===== config.mk =====
export PLATFORM = sky130hd
export DESIGN_NAME = rxq_fifo_top
export DESIGN_NICKNAME = d
export VERILOG_FILES = /design/src/rtl/rxq_pkg.sv /design/src/rtl/rxq_store.sv /design/src/rtl/rxq_ctrl.sv /design/src/rtl/rxq_flags.sv /design/src/rtl/rxq_fifo_top.sv
export SDC_FILE = /design/constraint.sdc
export NUM_CORES = 1
export LEC_CHECK = 0
export CAP_MARGIN = 15
export CORE_ASPECT_RATIO = 1.25
export CORE_UTILIZATION = 35
export DETAILED_ROUTE_END_ITERATION = 8
export HOLD_SLACK_MARGIN = 0.06
export PLACE_DENSITY_LB_ADDON = 0.12
export SYNTH_ARGS = -nofsm -noshare
export SYNTH_HDL_FRONTEND = slang
export SYNTH_SLANG_ARGS = --single-unit

===== constraint.sdc =====
create_clock -name clk -period 8.4 [get_ports clk]
set_input_delay 0.84 -clock clk [delete_from_list [all_inputs] [get_ports clk]]
set_output_delay 0.84 -clock clk [all_outputs]
set_load 0.01 [all_outputs]

===== src/rtl/rxq_pkg.sv =====
package rxq_pkg;

  // Position in a ring of 'depth' entries, 'step' places after 'base'.
  function automatic int ring_index(input int base, input int step, input int depth);
    return (base + step) % depth;
  endfunction

  // A usable threshold lies between one byte and the full ring.
  function automatic bit thr_in_range(input int thr, input int depth);
    return (thr >= 1) && (thr <= depth);
  endfunction

  // Occupancy after one cycle with an optional push and an optional pop.
  function automatic int count_after(input int cnt, input bit push, input bit take);
    return cnt + (push ? 1 : 0) - (take ? 1 : 0);
  endfunction

endpackage


===== src/rtl/rxq_store.sv =====
module rxq_store #(
  parameter int DEPTH = 16,
  parameter int DW    = 8,
  parameter int PTR_W = 4
) (
  input  logic             clk,
  input  logic             we_i,
  input  logic [PTR_W-1:0] waddr_i,
  input  logic [DW-1:0]    wdata_i,
  input  logic [PTR_W-1:0] raddr_i,
  output logic [DW-1:0]    rdata_o
);

  logic [DW-1:0] mem [DEPTH];

  // One register per ring slot, each written only when addressed.
  for (genvar gi = 0; gi < DEPTH; gi++) begin : g_slot
    always_ff @(posedge clk) begin
      if (we_i && (waddr_i == PTR_W'(gi))) begin
        mem[gi] <= wdata_i;
      end
    end
  end

  assign rdata_o = mem[raddr_i];

endmodule


===== src/rtl/rxq_ctrl.sv =====
module rxq_ctrl #(
  parameter int DEPTH = 16,
  parameter int PTR_W = 4,
  parameter int CNT_W = 5
) (
  input  logic             clk,
  input  logic             rst_n,
  input  logic             accept_i,
  input  logic             pop_i,
  output logic [PTR_W-1:0] rd_ptr_o,
  output logic [PTR_W-1:0] wr_ptr_o,
  output logic [CNT_W-1:0] count_o,
  output logic [CNT_W-1:0] cnt_nxt_o,
  output logic             do_pop_o,
  output logic             pop_empty_o
);

  logic [PTR_W-1:0] rd_ptr_q;
  logic [CNT_W-1:0] count_q;
  logic             pend_q;

  // A pop of an empty ring is remembered and served by the first refill byte.
  assign do_pop_o    = (pop_i || pend_q) && (count_q != '0);
  assign pop_empty_o = pop_i && (count_q == '0);

  assign cnt_nxt_o = CNT_W'(rxq_pkg::count_after(int'(count_q), accept_i, do_pop_o));
  assign wr_ptr_o  = PTR_W'(rxq_pkg::ring_index(int'(rd_ptr_q), int'(count_q), DEPTH));

  always_ff @(posedge clk or negedge rst_n) begin
    if (!rst_n) begin
      rd_ptr_q <= '0;
      count_q  <= '0;
      pend_q   <= 1'b0;
    end else begin
      count_q <= cnt_nxt_o;
      if (do_pop_o) begin
        rd_ptr_q <= PTR_W'(rxq_pkg::ring_index(int'(rd_ptr_q), 1, DEPTH));
      end
      if (pop_empty_o) begin
        pend_q <= 1'b1;
      end else if (do_pop_o) begin
        pend_q <= 1'b0;
      end
    end
  end

  assign rd_ptr_o = rd_ptr_q;
  assign count_o  = count_q;

endmodule


===== src/rtl/rxq_flags.sv =====
module rxq_flags #(
  parameter int DEPTH = 16,
  parameter int CNT_W = 5
) (
  input  logic             clk,
  input  logic             rst_n,
  input  logic             rx_en_i,
  input  logic [CNT_W-1:0] thr_i,
  input  logic             thr_ie_i,
  input  logic             last_arm_i,
  input  logic             thst_clr_i,
  input  logic             accept_i,
  input  logic             do_pop_i,
  input  logic             pop_empty_i,
  input  logic [CNT_W-1:0] count_i,
  input  logic [CNT_W-1:0] cnt_nxt_i,
  output logic             fetch_en_o,
  output logic             reach_o,
  output logic             nack_o,
  output logic             thst_o,
  output logic             full_o,
  output logic             data_rdy_o,
  output logic             thr_err_o,
  output logic             last_o
);

  logic thst_q, full_q, last_q;

  assign thr_err_o  = !rxq_pkg::thr_in_range(int'(thr_i), DEPTH);
  assign fetch_en_o = rx_en_i && !thr_err_o && !thst_q && (count_i < thr_i);
  assign reach_o    = accept_i && (cnt_nxt_i == thr_i);
  assign nack_o     = reach_o && last_q;

  always_ff @(posedge clk or negedge rst_n) begin
    if (!rst_n) begin
      thst_q <= 1'b0;
      full_q <= 1'b0;
      last_q <= 1'b0;
    end else begin
      if (reach_o) begin
        thst_q <= 1'b1;
      end else if (thst_clr_i || pop_empty_i) begin
        thst_q <= 1'b0;
      end
      if (reach_o) begin
        full_q <= 1'b1;
      end else if (do_pop_i || thst_clr_i || pop_empty_i) begin
        full_q <= 1'b0;
      end
      // Only the automatic clear removes the flag; arming wins a tie.
      last_q <= last_arm_i || (last_q && !nack_o);
    end
  end

  assign thst_o     = thst_q;
  assign full_o     = full_q;
  assign last_o     = last_q;
  assign data_rdy_o = full_q || (!thr_ie_i && (count_i != '0));

endmodule


===== src/rtl/rxq_fifo_top.sv =====
module rxq_fifo_top #(
  parameter  int DEPTH = 16,
  parameter  int DW    = 8,
  localparam int CNT_W = $clog2(DEPTH + 1)
) (
  input  logic             clk,
  input  logic             rst_n,
  input  logic             rx_en_i,
  input  logic [CNT_W-1:0] thr_i,
  input  logic             thr_ie_i,
  input  logic             last_arm_i,
  input  logic             thst_clr_i,
  input  logic             bus_valid_i,
  input  logic [DW-1:0]    bus_data_i,
  output logic             bus_ready_o,
  output logic             bus_nack_o,
  input  logic             pop_i,
  output logic [DW-1:0]    rd_data_o,
  output logic [CNT_W-1:0] count_o,
  output logic             thst_o,
  output logic             full_o,
  output logic             data_rdy_o,
  output logic             thr_err_o,
  output logic             last_armed_o
);

  localparam int PTR_W = (DEPTH > 1) ? $clog2(DEPTH) : 1;

  // Named internal events, visible to the bound checker.
  logic             accept;
  logic             do_pop;
  logic             pop_empty;
  logic             reach;
  logic [PTR_W-1:0] rd_ptr;
  logic [PTR_W-1:0] wr_ptr;
  logic [CNT_W-1:0] cnt_nxt;
  logic [DW-1:0]    head_byte;
  logic [DW-1:0]    rd_data_q;

  assign accept = bus_valid_i && bus_ready_o;

  rxq_ctrl #(.DEPTH(DEPTH), .PTR_W(PTR_W), .CNT_W(CNT_W)) u_ctrl (
    .clk        (clk),
    .rst_n      (rst_n),
    .accept_i   (accept),
    .pop_i      (pop_i),
    .rd_ptr_o   (rd_ptr),
    .wr_ptr_o   (wr_ptr),
    .count_o    (count_o),
    .cnt_nxt_o  (cnt_nxt),
    .do_pop_o   (do_pop),
    .pop_empty_o(pop_empty)
  );

  rxq_flags #(.DEPTH(DEPTH), .CNT_W(CNT_W)) u_flags (
    .clk        (clk),
    .rst_n      (rst_n),
    .rx_en_i    (rx_en_i),
    .thr_i      (thr_i),
    .thr_ie_i   (thr_ie_i),
    .last_arm_i (last_arm_i),
    .thst_clr_i (thst_clr_i),
    .accept_i   (accept),
    .do_pop_i   (do_pop),
    .pop_empty_i(pop_empty),
    .count_i    (count_o),
    .cnt_nxt_i  (cnt_nxt),
    .fetch_en_o (bus_ready_o),
    .reach_o    (reach),
    .nack_o     (bus_nack_o),
    .thst_o     (thst_o),
    .full_o     (full_o),
    .data_rdy_o (data_rdy_o),
    .thr_err_o  (thr_err_o),
    .last_o     (last_armed_o)
  );

  rxq_store #(.DEPTH(DEPTH), .DW(DW), .PTR_W(PTR_W)) u_store (
    .clk    (clk),
    .we_i   (accept),
    .waddr_i(wr_ptr),
    .wdata_i(bus_data_i),
    .raddr_i(rd_ptr),
    .rdata_o(head_byte)
  );

  always_ff @(posedge clk or negedge rst_n) begin
    if (!rst_n) begin
      rd_data_q <= '0;
    end else if (do_pop) begin
      rd_data_q <= head_byte;
    end
  end

  assign rd_data_o = rd_data_q;

endmodule


==> metrics.txt <==
# TYPE chip_impl_metric gauge
chip_impl_info{name="result_of_the_run",value="finished, final reports clean"} 1
chip_impl_metric{name="first_pass_iters",unit=""} 4
chip_impl_metric{name="finalMaxSlewViolations",unit=""} 0
chip_impl_metric{name="routed_wl",unit="um"} 12900
chip_impl_metric{name="vdd_ir_drop_max",unit="mV"} 0.120
chip_impl_metric{name="initial_utilization",unit="%"} 35.7
chip_impl_metric{name="first_pass_grt_wire_length",unit="um"} 19800
chip_impl_metric{name="post_synth.cell_area_avg",unit="sq um"} 18.3
chip_impl_metric{name="largest_net_degree_at_the_start_of_global_routing",unit=""} 38
chip_impl_metric{name="tns",unit="ns"} 0
chip_impl_metric{name="finalWeightedCongestion",unit=""} 0.756
chip_impl_info{name="clock_tree_from_tritoncts",value="done"} 1
chip_impl_metric{name="period_share",unit="%"} 66.5
chip_impl_metric{name="synthDistinctLibCells",unit=""} 32
chip_impl_info{name="worst_path_max_delay_cell",value="clkdlybuf4s50_1"} 1
chip_impl_metric{name="p_int",unit="uW"} 1750
chip_impl_metric{name="power_frac_clock",unit="%"} 28.6
chip_impl_metric{name="row_count",unit=""} 54
chip_impl_metric{name="post_synth_instance_area",unit="sq mm"} 0.00622
chip_impl_metric{name="drt_iter0_drc",unit=""} 134
chip_impl_metric{name="max_freq",unit="MHz"} 179
chip_impl_info{name="worstSetupStartpointType",value="primary input"} 1
chip_impl_metric{name="reg2reg_slack",unit="ns"} 4.49
chip_impl_metric{name="fp.dieW",unit="um"} 121
chip_impl_info{name="critical_path.endpoint",value="bus_nack_o"} 1
chip_impl_metric{name="portbufs",unit=""} 40
chip_impl_metric{name="die_area",unit="sq mm"} 0.0183
chip_impl_metric{name="hold_violations",unit=""} 0
chip_impl_metric{name="seq_power_share",unit="%"} 36.4
chip_impl_metric{name="placeableCoreArea",unit="sq mm"} 0.0174
chip_impl_info{name="min_from",value="rd_data_o[0]"} 1
chip_impl_info{name="class_of_the_most_critical_hold_timing_path",value="reg2reg"} 1
chip_impl_metric{name="power.switching_fraction",unit="%"} 31.3
chip_impl_info{name="ys_dominant_reg_cell",value="edfxtp_1"} 1
chip_impl_info{name="cts_root_buf",value="clkbuf_16"} 1
chip_impl_metric{name="nFillCells",unit=""} 1580
chip_impl_info{name="critical_path_class",value="in2out"} 1
chip_impl_info{name="synth_common_cells",value="edfxtp_1 (128), mux4_2 (32), dfrtp_1 (21), nor2_1 (21), nand2_1 (17)"} 1
chip_impl_metric{name="h-tree-depth",unit=""} 4
chip_impl_metric{name="clk_latency",unit="ns"} 0.42
chip_impl_info{name="worstPathCellList",value="clkdlybuf4s50_1 > inv_1 > ha_1 > a21oi_1 > o21ai_0 > a2111oi_4 > ha_1 > fa_1 > xnor2_1 > nand2_1 > nor3b_1 > nand4_1 > nor2_1 > clkdlybuf4s50_1"} 1
chip_impl_metric{name="path_max_fanout",unit=""} 6
chip_impl_info{name="yosys-top-cells-area",value="edfxtp_1 (62%), mux4_2 (12%), dfrtp_1 (8.5%)"} 1
chip_impl_metric{name="clock_tree.buffer_depth",unit=""} 2
chip_impl_info{name="yosys.cell_count.top_type",value="edfxtp_1"} 1
chip_impl_metric{name="drive_above_1_share",unit="%"} 17.3
chip_impl_metric{name="cell_depth_of_the_worst_flop_to_flop_path",unit=""} 15
chip_impl_metric{name="cts.sink_count",unit=""} 149
chip_impl_metric{name="grt_overflow",unit=""} 0
chip_impl_metric{name="final_period_minus_worst_setup_slack",unit="ns"} 5.59
chip_impl_metric{name="die_height",unit="um"} 151
chip_impl_metric{name="syn-instance-count",unit=""} 339
chip_impl_metric{name="n_antenna_cell",unit=""} 0
chip_impl_info{name="unrepaired_setup_endpoints_after_global_routing",value="false"} 1
chip_impl_metric{name="setup-violations-final",unit=""} 0
chip_impl_metric{name="worstMarginPinSlew",unit="ns"} 1.01
chip_impl_metric{name="post_cts_buffers",unit=""} 0
chip_impl_metric{name="ant_nets",unit=""} 0
chip_impl_metric{name="cellLeakagePower",unit="uW"} 0.00262
chip_impl_metric{name="seq_area_frac_synth",unit="%"} 70.3
chip_impl_metric{name="routed_wire_length_per_instance",unit="um"} 20.5
chip_impl_metric{name="number_of_flops_mapped_to_enable_cells_by_yosys",unit=""} 128
chip_impl_metric{name="io_pins",unit=""} 41
chip_impl_metric{name="yosys.area.top_type_share",unit="%"} 61.8
chip_impl_metric{name="async_reset_ff_share",unit="%"} 14.1
chip_impl_metric{name="cellPowerDensity",unit="mW/mm^2"} 341
chip_impl_metric{name="final.setup_skew",unit="ns"} 0.00699
chip_impl_metric{name="route.detailed.drc",unit=""} 0
chip_impl_metric{name="grt_pass1_vias",unit=""} 3343
chip_impl_metric{name="ys_seq_elements",unit=""} 149
chip_impl_info{name="crit_path_end_kind",value="primary output"} 1
chip_impl_info{name="critical_path.reg2reg.endpoint",value="u_flags.last_o"} 1
chip_impl_metric{name="slew_headroom",unit="%"} 32.3
chip_impl_info{name="crit_start",value="thr_i[2]"} 1
chip_impl_metric{name="net-switching-power",unit="uW"} 799
chip_impl_metric{name="num-nets-final",unit=""} 428
chip_impl_metric{name="design_power_total",unit="uW"} 2550
chip_impl_info{name="synth_largest_area_cell",value="edfxtp_1"} 1
chip_impl_metric{name="power.combinational.fraction",unit="%"} 35.0
chip_impl_metric{name="cts_buf_count",unit=""} 17
chip_impl_metric{name="area.growth.synth_to_final",unit="%"} 20.3
chip_impl_metric{name="route.vias.total",unit=""} 3154
chip_impl_metric{name="ys_warn_count",unit=""} 0
chip_impl_metric{name="cts.hold.buffers_added",unit=""} 0
chip_impl_metric{name="max_cap_viol_count",unit=""} 0
chip_impl_metric{name="worst_ep_arrival_time",unit="ns"} 4.75
chip_impl_metric{name="antenna_found_initial",unit=""} 0
chip_impl_metric{name="synth_fp_nets",unit=""} 376
chip_impl_metric{name="track_usage",unit="%"} 15.4
chip_impl_metric{name="post_cts_resize_count",unit=""} 0
chip_impl_metric{name="crit_required",unit="ns"} 7.56
chip_impl_metric{name="dp_hpwl",unit="um"} 8260
chip_impl_metric{name="clk_pin_slew",unit="ns"} 0.05
chip_impl_metric{name="worst_path_largest_cell_delay",unit="ns"} 0.54
chip_impl_info{name="r2r-start",value="u_ctrl.count_o[2]"} 1
chip_impl_metric{name="post_drt_via_cell_ratio",unit=""} 5.02
[worst min-delay path by stage]
stage,depth (start not counted),slack (ns),to
2_1_floorplan,2,0.49,u_ctrl.pend_q
3_3_place_gp,1,0.47,rd_data_o[2]
3_5_place_dp,1,0.47,rd_data_o[0]
4_1_cts,1,0.48,rd_data_o[0]
5_1_grt,1,0.51,rd_data_o[2]
6_report,1,0.47,rd_data_o[0]
[cell families (layout without fill, tap and decap cells)]
logic type / count (synthesis) / in the layout / synth area share (%)
flip-flops: 149 / 149 / 70.3
adder cells (fa/ha/maj): 16 / 16 / 3.46
XOR/XNOR: 18 / 18 / 2.76
AND/OR/NAND/NOR: 53 / 53 / 4.23
multiplexers: 48 / 48 / 14.2
buffers and inverters: 25 / 90 / 1.57
AO/OA/AOI/OAI: 30 / 30 / 3.54
[metrics by stage]
stage	area [sq um]	hold slack (ns)	std cells	util, %	worst slack [ns]
6_report	7480	0.475	628	42.9	2.81
5_1_grt	7480	0.507	628	42.9	2.48
3_3_place_gp	6880	0.465	595	39.5	2.88
4_1_cts	7450	0.479	627	42.7	2.75
3_5_place_dp	6880	0.466	595	39.5	2.75
2_1_floorplan	6220	0.486	339	-	4.18
[power groups by stage]
stage	Clock (uW)	Combinational, uW	Sequential [uW]
after floorplan	0	627	948
after global placement	0	905	943
after detailed placement	0	906	945
after CTS	746	912	930
after global routing	773	985	940
final	731	895	928
[cell usage in the layout (no fill, tap or decap), types with 13 or more instances in the layout]
cell,n
edfxtp_1,128
clkdlybuf4s50_1,40
mux4_2,32
nor2_1,21
dfrtp_1,20
nand2_1,17
clkbuf_16,17
mux2i_1,16
ha_1,14
inv_1,13
[routing by layer]
layer / part of all wire, % / wire [um] / global-route usage (%) / vias up
li1: - / - / - / 1429
met1: 43 / 5480 / 18.6 / 1638
met2: 52 / 6740 / 26.9 / 70
met3: 3.4 / 440 / 2.97 / 17
met4: 1.7 / 214 / 6.11 / 0
met5: 0 / 0 / 0 / -
[sequential cells by signal, summed over array words and instances (netlist names)]
signal	count
u_ctrl.pend_q	1
u_flags.thst_o	1
u_flags.last_o	1
u_ctrl.rd_ptr_o	4
u_ctrl.count_o	5
u_flags.full_o	1
rd_data_o	8
u_store.mem	128
[layout make-up]
| type | instances | area [sq um] | area share [%] |
|---|---|---|---|
| Clock buffer | 22 | 464 | 6.21 |
| Clock inverter | 10 | 106 | 1.42 |
| Sequential cell | 149 | 4370 | 58.4 |
| Tap cell | 224 | 280 | 3.75 |
| Multi-Input combinational cell | 165 | 1750 | 23.4 |
| Timing Repair Buffer | 45 | 458 | 6.12 |
| Inverter | 13 | 48.8 | 0.653 |
[critical path, delay by kind of cell]
family | cells | cell delay, ns
adders and majority gates | 3 | 1.03
AOI/OAI and AO/OA | 3 | 0.84
buffers and inverters | 3 | 1.16
and+or+nand+nor | 4 | 0.70
xor gates and xnor gates | 1 | 0.16
Power figures use the tool's default switching activity.
